File: config.mk
export PLATFORM = sky130hd
export DESIGN_NAME = cond_block_seq
export DESIGN_NICKNAME = d
export VERILOG_FILES = /design/src/rtl/cbs_pkg.sv /design/src/rtl/cbs_advance.sv /design/src/rtl/cbs_pending.sv /design/src/rtl/cbs_save.sv /design/src/rtl/cond_block_seq.sv
export SDC_FILE = /design/constraint.sdc
export NUM_CORES = 1
export LEC_CHECK = 0
export ABC_CLOCK_PERIOD_IN_PS = 3100
export BUFFER_PORTS_ARGS = -buffer_cell sky130_fd_sc_hd__buf_4
export CAP_MARGIN = 40
export CORE_MARGIN = 1.5
export CORE_UTILIZATION = 30
export DETAILED_ROUTE_END_ITERATION = 6
export SLEW_MARGIN = 0
export SYNTH_ARGS = -nofsm -noshare
export SYNTH_HDL_FRONTEND = slang
export SYNTH_SLANG_ARGS = --single-unit
File: constraint.sdc
create_clock -name clk_i -period 3.1 [get_ports clk_i]
set_input_delay 0.62 -clock clk_i [delete_from_list [all_inputs] [get_ports clk_i]]
set_output_delay 0.62 -clock clk_i [all_outputs]
set_load 0.1 [all_outputs]
File: src/rtl/cbs_pkg.sv
package cbs_pkg;
  localparam int unsigned COND_W = 4;
  localparam int unsigned MASK_W = 4;
  localparam int unsigned LO_W   = 2;
  localparam int unsigned ST_W   = COND_W + MASK_W;
  localparam int unsigned HI_W   = ST_W - LO_W;
endpackage

File: src/rtl/cbs_advance.sv
module cbs_advance #(
  parameter int unsigned COND_W = cbs_pkg::COND_W,
  parameter int unsigned MASK_W = cbs_pkg::MASK_W,
  localparam int unsigned ST_W  = COND_W + MASK_W
) (
  input  logic [ST_W-1:0] cur_i,
  output logic [ST_W-1:0] nxt_o
);
  logic [MASK_W:0]   shifted;
  logic [COND_W-1:0] cond_q;

  always_comb begin
    shifted = {cur_i[MASK_W-1:0], 1'b0};
    cond_q  = cur_i[ST_W-1:MASK_W];
    if (shifted[MASK_W-1:0] == '0) begin
      nxt_o = '0;
    end else begin
      nxt_o = {cond_q[COND_W-1:1], shifted[MASK_W], shifted[MASK_W-1:0]};
    end
  end
endmodule

File: src/rtl/cbs_pending.sv
module cbs_pending #(
  parameter int unsigned ST_W = cbs_pkg::ST_W,
  parameter int unsigned LO_W = cbs_pkg::LO_W,
  localparam int unsigned HI_W = ST_W - LO_W
) (
  input  logic            clk_i,
  input  logic            rst_ni,
  input  logic            adv_i,
  input  logic            exc_i,
  input  logic            pfx_vld_i,
  input  logic [ST_W-1:0] pfx_state_i,
  input  logic            rest_vld_i,
  input  logic [HI_W-1:0] rest_hi_i,
  input  logic [LO_W-1:0] rest_lo_i,
  output logic [ST_W-1:0] pend_o
);
  logic [ST_W-1:0] rebuilt;
  logic [ST_W-1:0] pend_d;

  // rebuild image: upper field shifted into place, lower field masked in
  always_comb begin
    rebuilt = (ST_W'(rest_hi_i) << LO_W) | ST_W'(rest_lo_i);
    if (exc_i)           pend_d = '0;
    else if (pfx_vld_i)  pend_d = pfx_state_i;
    else if (rest_vld_i) pend_d = rebuilt;
    else if (adv_i)      pend_d = '0;
    else                 pend_d = pend_o;
  end

  always_ff @(posedge clk_i or negedge rst_ni) begin
    if (!rst_ni) pend_o <= '0;
    else         pend_o <= pend_d;
  end

  assert_exc_pend_clear_R9: assert property (@(posedge clk_i) disable iff (!rst_ni)
    exc_i |=> pend_o == '0);
  assert_pfx_wins_R7: assert property (@(posedge clk_i) disable iff (!rst_ni)
    (pfx_vld_i && !exc_i) |=> pend_o == $past(pfx_state_i));
endmodule

File: src/rtl/cbs_save.sv
module cbs_save #(
  parameter int unsigned ST_W = cbs_pkg::ST_W,
  parameter int unsigned LO_W = cbs_pkg::LO_W,
  localparam int unsigned HI_W = ST_W - LO_W
) (
  input  logic            clk_i,
  input  logic            rst_ni,
  input  logic            exc_i,
  input  logic [ST_W-1:0] cur_i,
  output logic [HI_W-1:0] saved_hi_o,
  output logic [LO_W-1:0] saved_lo_o
);
  always_ff @(posedge clk_i or negedge rst_ni) begin
    if (!rst_ni) begin
      saved_hi_o <= '0;
      saved_lo_o <= '0;
    end else if (exc_i) begin
      saved_hi_o <= cur_i[ST_W-1:LO_W];
      saved_lo_o <= cur_i[LO_W-1:0];
    end
  end

  assert_exc_capture_R8: assert property (@(posedge clk_i) disable iff (!rst_ni)
    exc_i |=> {saved_hi_o, saved_lo_o} == $past(cur_i));
  assert_saved_hold_R8: assert property (@(posedge clk_i) disable iff (!rst_ni)
    !exc_i |=> $stable({saved_hi_o, saved_lo_o}));
endmodule

File: src/rtl/cond_block_seq.sv
module cond_block_seq #(
  parameter int unsigned COND_W = cbs_pkg::COND_W,
  parameter int unsigned MASK_W = cbs_pkg::MASK_W,
  parameter int unsigned LO_W   = cbs_pkg::LO_W,
  localparam int unsigned ST_W  = COND_W + MASK_W,
  localparam int unsigned HI_W  = ST_W - LO_W
) (
  input  logic              clk_i,
  input  logic              rst_ni,
  input  logic              adv_i,
  input  logic              pfx_vld_i,
  input  logic [ST_W-1:0]   pfx_state_i,
  input  logic              rest_vld_i,
  input  logic [HI_W-1:0]   rest_hi_i,
  input  logic [LO_W-1:0]   rest_lo_i,
  input  logic              exc_i,
  output logic [COND_W-1:0] cond_o,
  output logic              active_o,
  output logic [HI_W-1:0]   live_hi_o,
  output logic [LO_W-1:0]   live_lo_o,
  output logic [HI_W-1:0]   saved_hi_o,
  output logic [LO_W-1:0]   saved_lo_o
);
  logic [ST_W-1:0] cur_q, cur_d, stepped, pend;

  cbs_advance #(.COND_W(COND_W), .MASK_W(MASK_W)) u_adv (
    .cur_i (cur_q),
    .nxt_o (stepped)
  );

  cbs_pending #(.ST_W(ST_W), .LO_W(LO_W)) u_pend (
    .clk_i       (clk_i),
    .rst_ni      (rst_ni),
    .adv_i       (adv_i),
    .exc_i       (exc_i),
    .pfx_vld_i   (pfx_vld_i),
    .pfx_state_i (pfx_state_i),
    .rest_vld_i  (rest_vld_i),
    .rest_hi_i   (rest_hi_i),
    .rest_lo_i   (rest_lo_i),
    .pend_o      (pend)
  );

  cbs_save #(.ST_W(ST_W), .LO_W(LO_W)) u_save (
    .clk_i      (clk_i),
    .rst_ni     (rst_ni),
    .exc_i      (exc_i),
    .cur_i      (cur_q),
    .saved_hi_o (saved_hi_o),
    .saved_lo_o (saved_lo_o)
  );

  // pending state outranks the shift step
  always_comb begin
    if (exc_i)              cur_d = '0;
    else if (!adv_i)        cur_d = cur_q;
    else if (pend != '0)    cur_d = pend;
    else if (cur_q != '0)   cur_d = stepped;
    else                    cur_d = '0;
  end

  always_ff @(posedge clk_i or negedge rst_ni) begin
    if (!rst_ni) cur_q <= '0;
    else         cur_q <= cur_d;
  end

  assign cond_o    = cur_q[ST_W-1:MASK_W];
  assign active_o  = |cur_q[MASK_W-1:0];
  assign live_hi_o = cur_q[ST_W-1:LO_W];
  assign live_lo_o = cur_q[LO_W-1:0];

  assert_pend_prio_R4: assert property (@(posedge clk_i) disable iff (!rst_ni)
    (adv_i && !exc_i && pend != '0) |=> cur_q == $past(pend));
  assert_idle_zero_R5: assert property (@(posedge clk_i) disable iff (!rst_ni)
    (adv_i && !exc_i && pend == '0 && cur_q == '0) |=> cur_q == '0);
  assert_exc_clear_R9: assert property (@(posedge clk_i) disable iff (!rst_ni)
    exc_i |=> cur_q == '0);
  assert_hold_R10: assert property (@(posedge clk_i) disable iff (!rst_ni)
    (!adv_i && !exc_i) |=> $stable(cur_q));
  assert_run_end_R3: assert property (@(posedge clk_i) disable iff (!rst_ni)
    (adv_i && !exc_i && pend == '0 && active_o && cur_q[MASK_W-2:0] == '0)
      |=> cur_q == '0);
endmodule

==> results of run 1 <==
power by group:
| group | internal [mW] | switching [mW] |
|---|---|---|
| clock network | 0.173 | 0.0984 |
| logic | 0.0623 | 0.165 |
| registers | 0.331 | 0.0183 |
path summary, 6_finish.rpt:
path                            slack (ns)                   end  depth (start not counted)
worst max-delay path                  0.81              active_o                          3
worst min-delay path                  0.23  u_save.saved_hi_o[3]                          1
worst max register to register        1.68              cur_q[1]                          3
worst min register to register        0.51  u_save.saved_hi_o[5]                          1
max in group asynchronous             2.64              cur_q[0]                          1
min in group clk_i                    0.51  u_save.saved_hi_o[5]                          1
critical path, cell delays in order (launching register included):
cell and delay (ns):
dfrtp_1 0.43, or3_1 0.47, or2_1 0.26, buf_4 0.24
cells by family (layout without fill, tap and decap cells):
| kind of cell | after synthesis | in the layout | synth area share (%) |
|---|---|---|---|
| compound gates | 25 | 25 | 14.1 |
| buf+inv | 14 | 50 | 6.37 |
| flops | 24 | 24 | 52.7 |
| mux | 12 | 12 | 11.4 |
| simple gates | 26 | 26 | 15.4 |
flip-flops by register name, indices dropped and copies added (netlist names):
register / flops
u_save.saved_hi_o: 6
u_pend.pend_o: 8
u_save.saved_lo_o: 2
cur_q: 8
area by class of cell:
cell class              count  area (um^2)
clock buffers               3         41.3
flip-flops and latches     24          601
inverters                   4         15.0
clock inverters             1         30.0
repair buffers             42          315
well taps                  48         60.1
fillers                   363         2130
multi-input cells          63          465
routing by layer:
metal,vias up,part of all wire (%)
met4,0,2.1
met2,35,50
li1,434,-
met3,5,6.7
met1,429,41
met5,-,0
placed cells by master (no fill, tap or decap), types with 3 or more instances in the layout:
cell type,n
buf_4,42
dfrtp_1,24
nand2_1,8
mux2_2,8
o21ai_0,7
a22oi_1,7
a21oi_1,5
mux2i_1,4
inv_1,4
nand3_1,4
nor2_1,4
a311oi_1,4
nor4_4,3
nand4_1,3
clkbuf_8,3
through the flow:
step | instance area (um^2) | util (%) | total power [mW]
after floorplan | 1140 | - | 0.522
after global placement | 1460 | 39.8 | 0.582
after detailed placement | 1460 | 39.8 | 0.585
after CTS | 1530 | 41.7 | 0.857
after global routing | 1530 | 41.7 | 0.880
final | 1530 | 41.7 | 0.847
==> run_results.csv, run 1 <==
group,metric,value,unit
global_routing,grt_util_met1,14.6,%
logic_synthesis,async_flop_share,100,%
clocking,post-cts-setup-buffers,0,
power,cell_pwr_density,555,mW/mm^2
floorplan,coreArea,0.00366,mm^2
global_routing,grt_start_max_net_pins,26,
critical_path,critPathLaunchType,"flop",
final_layout,final_net_count,160,
drt,antenna_violating_nets_post_route,0,
floorplan,die_height,64.6,um
critical_path,critical_path_peak_fanout,5,
global_routing,antenna_violations_before_repair,0,
clocking,cts_made_buffers,3,
sta,layout_min_cycle_time,2.29,ns
critical_path,cp_data_required_time,2.48,ns
clocking,cts_tree,"done",
logic_synthesis,post_synthesis_cell_type_with_the_largest_combined_area,"dfrtp_1",
final_layout,finish.cell_count_without_fillers,185,
clocking,clk_latency,0.27,ns
logic_synthesis,post_synth_main_area_contributors,"dfrtp_1 (53%), mux2_2 (7.9%), nor4_4 (5.6%)",
clocking,clock_sink_count,24,
drt,num_vias,903,
clocking,cts-root-buf,"clkbuf_8",
logic_synthesis,synthTopCellsByCount,"dfrtp_1 (24), mux2_2 (8), nand2_1 (8)",
critical_path,timing.setup.critical_path_class,"flop to output pin",
logic_synthesis,yosysWarnings,0,
sta,finalHoldViolCount,0,
final_layout,drive_above_1_share,41.6,%
logic_synthesis,yosys.area.top_type_share,52.7,%
final_layout,syn_to_final_growth,34.2,%
logic_synthesis,syn-cell-area,0.00114,mm^2
sta,finalWorstSetupSlack,0.813,ns
final_layout,antennaDiodeCount,0,
logic_synthesis,count_of_flip_flops_with_a_built_in_enable_after_synthesis,0,
sta,setup_viol_count_final,0,
global_routing,grt-busiest-layer,"met2",
clocking,cts.path.max_buffers,2,
flow_run,maxCapViolations,0,
global_routing,grt_util_met2,20.6,%
logic_synthesis,synth.yosys.seq_area_share,52.7,%
logic_synthesis,syn-num-nets,123,
drt,drt-vias-per-instance,4.88,
place,globalplace.congestion,0.714,
critical_path,startpoint_of_the_most_critical_setup_path,"cur_q[1]",
drt,wl,2300,um
drt,drt-wirelength-per-cell,12.4,um
sta,layout_worst_path_cycle_share,73.8,%
logic_synthesis,yosysUniqueCellTypes,23,
drt,detailedRoute.firstPassIterationCount,4,
global_routing,all_layer_global_routing_usage,12.2,%
sta,rsz0062_at_grt,"no",
critical_path,timing.critical_path.to_type,"output pin",
floorplan,initial_util,31.1,%
clocking,holdBufCountCts,0,
global_routing,via_count_of_the_first_global_routing_pass,869,
outcome,run_status,"complete, no violations",
sta,worst_hold_slack,0.227,ns
sta,relSlewSlack,70.2,%
logic_synthesis,syn-mean-instance-area,11.3,um^2
sta,skew,0.00248,ns
place,detailedPlace.worstSlack,1.12,ns
place,number_of_buffer_cells_added_on_primary_ports,42,
global_routing,globalRouteOverflowTotal,0,
min_path,holdCritPathClass,"input port to asynchronous set/reset pin",
sta,maxClockFrequency,437,MHz
global_routing,grt_first_pass_wirelength,3970,um
clocking,ctsHtreeMaxLevel,1,
sta,final_max_slew_viols,0,
logic_synthesis,synthMostInstantiatedCell,"dfrtp_1",
logic_synthesis,postSynthRegisterBits,24,
clocking,cts_repair_resized_insts,0,
floorplan,num_rows,22,
floorplan,floorplan.io_pins,43,
sta,worst_margin_pin_slew,0.447,ns
drt,detail_route.iter0.violations,18,
sta,tns,0,ns
floorplan,fp.dieW,64.6,um
global_routing,grtUsageMet3,2.78,%
critical_path,worstPathArrival,1.67,ns
logic_synthesis,commonest_register_cell_after_synthesis,"dfrtp_1",
drt,drc,0,
power,worst_case_vdd_ir_drop,0.160,mV
critical_path,rr_startpoint,"u_pend.pend_o[2]",
power,leakage,0.725,nW
place,place.detailed.instances,181,
clocking,clk_pin_slew,0.08,ns
floorplan,floorplan.die_area,0.00417,mm^2
logic_synthesis,synthesis.instances,101,
Power figures use the tool's default switching activity.
==> inputs of run 2 (changes only) <==
--- a/config.mk
+++ b/config.mk
@@ -5,7 +5,7 @@
 export SDC_FILE = /design/constraint.sdc
 export NUM_CORES = 1
 export LEC_CHECK = 0
-export ABC_CLOCK_PERIOD_IN_PS = 3100
+export ABC_CLOCK_PERIOD_IN_PS = 1840
 export BUFFER_PORTS_ARGS = -buffer_cell sky130_fd_sc_hd__buf_4
 export CAP_MARGIN = 40
 export CORE_MARGIN = 1.5
==> constraint.sdc (replaced) <==
create_clock -name clk_i -period 1.84 [get_ports clk_i]
set_input_delay 0.368 -clock clk_i [delete_from_list [all_inputs] [get_ports clk_i]]
set_output_delay 0.368 -clock clk_i [all_outputs]
set_load 0.1 [all_outputs]
==> run 2 against run 1 <==
Global-route usage decreased by 0.15 points. First-iteration DRC count increased by 56%. Sequential share of layout area decreased by 0.52 points. Critical path depth unchanged. Die area unchanged. Power increased by 54%. Critical path type unchanged. Largest power group unchanged.
==> run_results.csv, run 2 (same netlist as run 1, synthesis figures left out) <==
group,metric,value,unit
final_layout,final_area,0.00156,mm^2
clocking,clk_pin_slew,0.08,ns
sta,rsz0062_at_grt,"yes",
critical_path,timing.critical_path.slowest_cell_delay,0.41,ns
clocking,cts_made_buffers,3,
final_layout,antennaDiodeCount,0,
floorplan,floorplan.die_area,0.00417,mm^2
critical_path,crit_slowest_cell,"dfrtp_2",
sta,final_max_slew_viols,0,
power,power.combinational.fraction,31.3,%
power,power.switching,0.469,mW
sta,finalHoldViolCount,0,
floorplan,initial_util,31.1,%
drt,detailedRoute.firstPassIterationCount,4,
clocking,cts_tree,"done",
power,cell_internal_power,0.837,mW
floorplan,coreArea,0.00366,mm^2
clocking,clk_latency,0.26,ns
final_layout,finish.cell_count_without_fillers,189,
flow_run,maxCapViolations,0,
place,placed_area,0.00147,mm^2
sta,setup_viol_count_final,0,
global_routing,all_layer_global_routing_usage,12.1,%
clocking,cts-root-buf,"clkbuf_8",
critical_path,timing.setup.critical_path_class,"flop to output pin",
sta,relSlewSlack,71.6,%
sta,worst_margin_pin_slew,0.423,ns
floorplan,fp.dieW,64.6,um
clocking,ctsHtreeMaxLevel,1,
drt,antenna_violating_nets_post_route,0,
outcome,run_status,"complete, no violations",
drt,detail_route.iter0.violations,28,
sta,worst_hold_slack,0.387,ns
global_routing,grt_first_pass_wirelength,4010,um
final_layout,drive_above_1_share,45.4,%
power,seq_power_share,44.9,%
floorplan,floorplan.io_pins,43,
sta,maxClockFrequency,544,MHz
global_routing,grt_start_max_net_pins,26,
sta,layout_min_cycle_time,1.84,ns
place,globalplace.congestion,0.755,
critical_path,critPathLaunchType,"flop",
power,netSwitchingFraction,35.9,%
drt,num_vias,887,
floorplan,num_rows,22,
global_routing,via_count_of_the_first_global_routing_pass,862,
critical_path,worstPathArrival,1.47,ns
clocking,clock_sink_count,24,
power,report.power.total,1.31,mW
place,post-dp-hpwl,1740,um
min_path,holdCritPathClass,"input port to flop",
place,place.detailed.instances,182,
clocking,cts.path.max_buffers,2,
final_layout,final_net_count,164,
global_routing,globalRouteOverflowTotal,0,
drt,drc,0,
final_layout,syn_to_final_growth,36.8,%
drt,wl,2320,um
drt,drt-vias-per-instance,4.69,
critical_path,cp_cell_sequence,"or3_4 -> or2_4 -> buf_12",
final_layout,reg.largest.list,"cur_q: 8 flops, u_pend.pend_o: 8 flops, u_save.saved_hi_o: 6 flops",
sta,finalWorstSetupSlack,0.00296,ns
floorplan,die_height,64.6,um
sta,skew,0.00676,ns
power,leakage,0.732,nW
critical_path,cp_data_required_time,1.47,ns
sta,layout_worst_path_cycle_share,99.8,%
global_routing,antenna_violations_before_repair,0,
final_layout,layout_commonest_cell,"buf_4",
critical_path,timing.critical_path.to_type,"output pin",
power,worst_case_vdd_ir_drop,0.314,mV
power,power.share.clock,23.8,%
critical_path,critical_path_peak_fanout,2,
place,number_of_buffer_cells_added_on_primary_ports,42,
drt,drt-wirelength-per-cell,12.3,um
critical_path,path_delay_family,"simple AND/OR/NAND/NOR gates",
place,detailedPlace.worstSlack,0.182,ns
critical_path,worst-path-buf-inv,1,
final_layout,mostFrequentLayoutCells,"buf_4 (44), dfrtp_1 (21), nand2_1 (8), mux2_2 (8)",
power,cell_pwr_density,839,mW/mm^2
-- run 2: layer usage --
metal  GRT usage, %  up-vias  share of wire, %
li1               -      443                 -
met1           15.7      412                45
met2           20.2       30                48
met3           2.43        2               6.4
met4           3.99        0              0.82
met5              0        -                 0
-- run 2: final timing paths --
kind                                       from                   end  slack, ns  cells after the start
hold / removal                     rest_hi_i[2]      u_pend.pend_o[4]       0.39                      3
max in group asynchronous                rst_ni              cur_q[0]       1.05                      2
setup reg to reg               u_pend.pend_o[6]              cur_q[3]       0.43                      3
min in group asynchronous                rst_ni  u_save.saved_hi_o[3]       0.53                      2
hold reg to reg            u_save.saved_hi_o[0]  u_save.saved_hi_o[0]       0.51                      1
setup / recovery                       cur_q[0]              active_o      0.003                      3
-- run 2: through the flow --
step	util (%)	TNS, ns
floorplan	-	0
global placement	40.2	0
detailed placement	40.2	0
CTS	42.5	-0.00917
global route	42.5	-0.0295
finish	42.5	0
-- run 2: worst register-to-register path, cell delays in order, from the launching register on --
cell and delay [ns]:
dfrtp_1 0.42, nor4_4 0.46, nand3_1 0.14, a311oi_1 0.30
-- run 2: cell type report --
type,instances,area (um^2)
flip-flops and latches,24,604
fillers,353,2100
well taps,48,60.1
repair buffers,46,360
multi-input cells,63,473
inverters,4,15.0
clock buffers,4,45.0
-- run 2: timing repair --
item                                   CTS  global route
setup endpoints to repair                1             1
gates cloned                             0             0
hold buffers                             1             0
gates resized for setup                  4             0
pin swaps                                0             1
setup buffers                            2             0
endpoints found under the hold margin   12             0
-- run 2: power groups by stage --
stage	logic, mW	registers (mW)	clock network [mW]
4_1_cts	0.412	0.588	0.322
3_3_place_gp	0.391	0.598	0
6_report	0.409	0.587	0.311
2_1_floorplan	0.142	0.741	0
3_5_place_dp	0.393	0.600	0
5_1_grt	0.429	0.593	0.344
